===== config.mk =====
export PLATFORM = sky130hd
export DESIGN_NAME = auto_cts_tx_gate
export DESIGN_NICKNAME = d
export VERILOG_FILES = /design/src/rtl/tfg_pkg.sv /design/src/rtl/tfg_sync.sv /design/src/rtl/tfg_decide.sv /design/src/rtl/tfg_strobe.sv /design/src/rtl/auto_cts_tx_gate.sv
export SDC_FILE = /design/constraint.sdc
export NUM_CORES = 1
export LEC_CHECK = 0
export BUFFER_PORTS_ARGS = -buffer_cell sky130_fd_sc_hd__buf_2
export CORE_AREA = 2 2 39 41
export CTS_BUF_LIST = sky130_fd_sc_hd__clkbuf_8
export CTS_CLUSTER_SIZE = 12
export DETAILED_ROUTE_END_ITERATION = 8
export DIE_AREA = 0 0 41 43
export PLACE_DENSITY = 0.34
export SLEW_MARGIN = 20
export SYNTH_ARGS = -nofsm -noshare
export SYNTH_HDL_FRONTEND = slang
export SYNTH_SLANG_ARGS = --single-unit
export TNS_END_PERCENT = 100

===== constraint.sdc =====
create_clock -name clk -period 1.2 [get_ports clk]
set_clock_uncertainty 0.1 [all_clocks]
set_input_delay 0.06 -clock clk [delete_from_list [all_inputs] [get_ports clk]]
set_output_delay 0.06 -clock clk [all_outputs]
set_load 0.02 [all_outputs]

===== src/rtl/tfg_pkg.sv =====
// Package: shared parameters and types for the transmit flow gate.
// Assumes: single clock domain apart from the clear-to-send input.
package tfg_pkg;
    localparam int unsigned CTS_SYNC_STAGES = 2;

    // Decision of the gate for the current cycle
    typedef struct packed {
        logic ready;   // a start may be issued
        logic held;    // a character waits but is held back
    } gate_dec_t;
endpackage


===== src/rtl/tfg_sync.sv =====
// Module: tfg_sync
// Brings an asynchronous level into the clock domain through a flop chain.
// Assumes: STAGES >= 2. Reset is synchronous, and the chain presets to RST_VAL.
module tfg_sync #(
    parameter int unsigned STAGES  = 2,
    parameter logic        RST_VAL = 1'b1
) (
    input  logic clk,
    input  logic rst_n,
    input  logic d_async,
    output logic q_sync
);
    logic [STAGES-1:0] chain_q;

    // shift the input level through the synchronizer chain
    always_ff @(posedge clk) begin
        if (!rst_n) chain_q <= {STAGES{RST_VAL}};
        else        chain_q <= {chain_q[STAGES-2:0], d_async};
    end

    assign q_sync = chain_q[STAGES-1];
endmodule


===== src/rtl/tfg_decide.sv =====
// Module: tfg_decide
// Combines the hold sources with the FIFO and shifter state into one decision.
// Assumes: cts_sync is already synchronized and active high means "not clear".
module tfg_decide
    import tfg_pkg::*;
(
    input  logic      cts_sync,
    input  logic      auto_cts_en,
    input  logic      tx_disable,
    input  logic      fifo_nonempty,
    input  logic      shifter_busy,
    input  logic      start_q,
    output gate_dec_t dec
);
    logic hold;
    logic at_boundary;

    // evaluate the hold sources and the character boundary
    always_comb begin
        hold        = tx_disable | (auto_cts_en & cts_sync);
        at_boundary = fifo_nonempty & ~shifter_busy;
        dec.ready   = at_boundary & ~hold & ~start_q;
        dec.held    = at_boundary & hold;
    end
endmodule


===== src/rtl/tfg_strobe.sv =====
// Module: tfg_strobe
// Registers the gate decision into the start strobe and the stall flag.
// Assumes: the shifter raises busy in the cycle after it sees the strobe.
module tfg_strobe
    import tfg_pkg::*;
(
    input  logic      clk,
    input  logic      rst_n,
    input  gate_dec_t dec,
    input  logic      shifter_busy,
    input  logic      tx_disable,
    output logic      start_q,
    output logic      stalled_q
);
    // register the strobe and the stall flag
    always_ff @(posedge clk) begin
        if (!rst_n) begin
            start_q   <= 1'b0;
            stalled_q <= 1'b0;
        end else begin
            start_q   <= dec.ready;
            stalled_q <= dec.held;
        end
    end

    // the strobe lasts one cycle
    a_r3_single_cycle: assert property (@(posedge clk) disable iff (!rst_n)
        start_q |=> !start_q);
    // no start right after busy
    a_r4_no_start_busy: assert property (@(posedge clk) disable iff (!rst_n)
        shifter_busy |=> !start_q);
    // a disable blocks the start
    a_r5_disable_blocks: assert property (@(posedge clk) disable iff (!rst_n)
        tx_disable |=> !start_q);
    // strobe and stall are exclusive
    a_r10_exclusive: assert property (@(posedge clk) disable iff (!rst_n)
        !(start_q && stalled_q));
endmodule


===== src/rtl/auto_cts_tx_gate.sv =====
// Module: auto_cts_tx_gate (top)
// Issues a start strobe to the transmit shifter only at character boundaries.
// Holds it while software disables the transmitter or, if automatic flow
// control is on, while the synchronized clear-to-send is deasserted.
// Assumes: synchronous active-low reset; cts_n_in may be asynchronous.
module auto_cts_tx_gate
    import tfg_pkg::*;
#(
    parameter int unsigned SYNC_STAGES = CTS_SYNC_STAGES
) (
    input  logic clk,
    input  logic rst_n,
    input  logic cts_n_in,
    input  logic auto_cts_en,
    input  logic tx_disable,
    input  logic fifo_nonempty,
    input  logic shifter_busy,
    output logic start_next,
    output logic tx_stalled
);
    logic      cts_sync;
    gate_dec_t dec;
    logic      start_q;
    logic      stalled_q;

    tfg_sync #(.STAGES(SYNC_STAGES), .RST_VAL(1'b1)) u_cts_sync (
        .clk     (clk),
        .rst_n   (rst_n),
        .d_async (cts_n_in),
        .q_sync  (cts_sync)
    );

    tfg_decide u_decide (
        .cts_sync      (cts_sync),
        .auto_cts_en   (auto_cts_en),
        .tx_disable    (tx_disable),
        .fifo_nonempty (fifo_nonempty),
        .shifter_busy  (shifter_busy),
        .start_q       (start_q),
        .dec           (dec)
    );

    tfg_strobe u_strobe (
        .clk          (clk),
        .rst_n        (rst_n),
        .dec          (dec),
        .shifter_busy (shifter_busy),
        .tx_disable   (tx_disable),
        .start_q      (start_q),
        .stalled_q    (stalled_q)
    );

    assign start_next = start_q;
    assign tx_stalled = stalled_q;

    // synchronized CTS high with auto mode on blocks the start
    a_r7_cts_blocks: assert property (@(posedge clk) disable iff (!rst_n)
        (auto_cts_en && cts_sync) |=> !start_next);
    // an empty FIFO never reports a stall
    a_r9_no_stall_empty: assert property (@(posedge clk) disable iff (!rst_n)
        !fifo_nonempty |=> !tx_stalled);
endmodule


==> results.md <==
STA:
- The number of pins exceeding their max-slew limit in the final report is 0.
- The worst path uses 82.8% of the clock period.
- For this run, the top clock speed supported by timing is approximately 1000 MHz.
- The smallest clock period supported by the final layout is computed as 0.993 ns.
- The final number of hold-violating endpoints was 0.
- Setup repair after global routing left no endpoint under its margin.
- Final hold analysis gives a worst-case slack of approximately 0.014 ns.
- The final setup violation count is 0.
- The slew at the pin with the worst max-slew slack is 0.160 ns.
- The normalized max-slew margin is between 80% and 90%.
- The accumulated negative setup slack is 0 ns.

Synth:
- The number of synthesized register bits is 4.
- Counting every net in the synthesized netlist gives 17.
- The synthesized-area fraction occupied by and/or/nand/nor cells is 30.6%.
- The complex-gate fraction of the synthesized area is under 10%.
- Dividing the synthesized area by the synthesized cell count gives 12.3 um2.
- After synthesis, the largest family of logic cells by area is simple AND/OR/NAND/NOR gates.
- The post-synthesis share of cell area spent on xor and xnor gates is 0%.
- Of the post-synthesis cell area, the part taken by muxes is 0%.
- The count of unique library cells instantiated by Yosys is 7.
- The sequential cell area fraction in the yosys report is between 60% and 70%.
- After Yosys synthesis, full adders, half adders and majority gates account for 0% of the synthesized area.
- For this run, the number of Yosys warnings is 0.
- The total standard cell area after synthesis is between 100 and 150 um2.
- Synthesis produced 10 cells.

Clock network:
- The maximum buffer depth of the clock tree is 2.
- The number of clock sinks is 4.
- The number of hold buffers added after CTS was 3.
- The root buffer cell chosen for the clock tree is clkbuf_8.
- The clock network latency to the later pin of the worst-skew pair is approximately 0.21 ns.
- Gates resized during post-CTS repair numbered 0.
- The post-CTS clock slew at the launch and capture registers of the worst setup and hold paths is 0.03 ns.
- TritonCTS built the clock tree.
- CTS built an H-tree with a depth of 1.
- The number of CTS-inserted buffers is 3.
- Buffers added to address setup during post-CTS repair amount to 0.

Layout:
- Leaving out fill and tap cells, the most frequent cells in the layout are buf_2 (8), dfxtp_1 (4), clkbuf_8 (3), dlygate4sd3_1 (3).
- The area growth from synthesis to layout is 107%.
- The fraction of final layout cells sized beyond drive strength 1 is approximately 50%.
- Leaving out fill and tap cells, the most frequent cell in the layout is buf_2.
- The number of diodes added for antenna fixing is 0.
- The net count of the finished layout is 33.

Min path:
- The class of the worst hold path is in2reg.
- In this run the most critical hold path is launched from auto_cts_en.

Status:
- The run finished with clean final reports.

Detailed routing:
- The detailed router's first-iteration violation count is 2.
- The post-detailed-route via-to-cell ratio is about 2.9.
- The number of vias in the routed layout is between 100 and 150.
- The number of DRC violations after detailed routing is 0.
- After detailed routing, the total wire length is between 200 and 300 um.
- Once detail routing completed, the nets flagged for antenna violations numbered 0.
- The first-pass iteration count of the detailed router is 2.
- Dividing the detail-routed wire length by the instance count gives slightly above 7 um.

Global route:
- For this run the aggregate overflow at the end of global routing stands at 0.
- Entering global routing, the biggest net connects 4 pins.
- The number of global-route vias before repair came to around 120.
- The number of antenna violations at the first check in global routing is 0.
- The global-route wire length before repair is between 400 and 500 um.
- The total global routing track utilization is under 10%.

Critical path:
- STA classifies the critical path startpoint as an input pin.
- The worst register-to-register path begins at u_cts_sync.chain_q[1]$_SDFF_PN1_.
- Along the worst path, the maximum fanout reaches 2.
- The required time reported for the critical path endpoint is 1.24 ns.
- By startpoint and endpoint, the worst setup path is classified as in2reg.
- The setup slack of the worst register-to-register path is a little over 0.4 ns.
- The worst setup path is captured at a flip-flop.
- Data arrives at the worst endpoint at approximately 1.0 ns.
- In this run the worst setup path begins at tx_disable.

Power and ir drop:
- The clock network fraction of design power is 62.4%.
- The switching share of total power is 17.5%.
- The sum of internal, switching and leakage power is 0.451 mW.
- The switching power is roughly 0.079 mW.
- The maximum resistive drop on vdd is approximately 0.44 mV.
- The internal portion of the total power is between 0.3 and 0.4 mW.
- Per report_power, the sequential group accounts for just over 30% of the total.
- For this design the static power due to leakage is approximately 0.11 nW.
- Per report_power, the combinational group accounts for 6.5% of the total.
- The total power divided by cell area is 1770 nW/um2.

Die:
- The I/O pin total is 9.
- The effective utilization at floorplan is a little under 9%.
- From bottom edge to top edge, the die measures 43 um.
- The area of the core is between 1000 and 1500 um2.
- The die footprint is roughly 1800 um2.
- From left edge to right edge, the die measures 41 um.
- The number of core rows is 14.

Placement:
- The number of buffers added on ports is 8.
- The final estimated routing congestion in global placement is 0.526.

Flow run:
- Across the run, the number of max-cap violations was 0.
## registers in the layout, summed over array words and instances, names as in the netlist
register,flops
u_cts_sync.chain_q,2
u_strobe.start_q,1
u_strobe.stalled_q,1
## cell usage after synthesis, drive strengths merged
| library cell | number | area share [%] |
|---|---|---|
| or2b | 1 | 6.1 |
| nor3b | 1 | 10 |
| dfxtp | 4 | 65 |
| nor2 | 1 | 3.1 |
| a21oi | 1 | 4.1 |
| nand3b | 1 | 6.1 |
| nand2b | 1 | 5.1 |
## worst max-delay path, cell delays in order
cell           delay, ns
dlygate4sd3_1       0.54
buf_2               0.12
a21oi_1             0.15
nor3b_2             0.17
## final cells by class
class	instances	area, um2
Sequential cell	4	80.1
Fill cell	159	1130
Timing Repair Buffer	11	70.1
Clock buffer	3	41.3
Tap cell	16	20.0
Multi-Input combinational cell	6	42.5
## power by group through the flow
| stage | Clock (mW) | Combinational (mW) | Sequential [mW] |
|---|---|---|---|
| 2_1_floorplan | 0 | 0.00668 | 0.144 |
| 3_3_place_gp | 0 | 0.0207 | 0.142 |
| 5_1_grt | 0.304 | 0.0320 | 0.141 |
| 4_1_cts | 0.293 | 0.0292 | 0.140 |
| 3_5_place_dp | 0 | 0.0217 | 0.142 |
| 6_report | 0.281 | 0.0293 | 0.140 |
## worst paths after layout
| path | to | depth (start not counted) |
|---|---|---|
| worst min register to register | u_cts_sync.chain_q[1]$_SDFF_PN1_ | 1 |
| worst max-delay path | u_strobe.start_q$_SDFF_PN0_ | 4 |
| worst min-delay path | u_strobe.stalled_q$_SDFF_PN0_ | 3 |
| worst max register to register | u_strobe.start_q$_SDFF_PN0_ | 2 |
## metal layers
layer	wire (um)	up-vias	global-route usage [%]
met4	0	0	8.00
li1	-	61	-
met5	0	-	0
met2	103	9	3.75
met1	134	44	4.87
met3	46	0	4.71
## kinds of logic after synthesis
family,after synthesis
AOI/OAI and AO/OA,1
DFF,4
and+or+nand+nor,5
## through the flow
step	worst slack [ns]	area, um2	cells	utilization (%)
after floorplan	0.476	123	10	-
after global placement	0.456	183	34	13.2
after detailed placement	0.415	183	34	13.2
after CTS	0.207	254	40	18.4
after global routing	0.125	254	40	18.4
final	0.207	254	40	18.4
(Power assumes the default switching activity.)
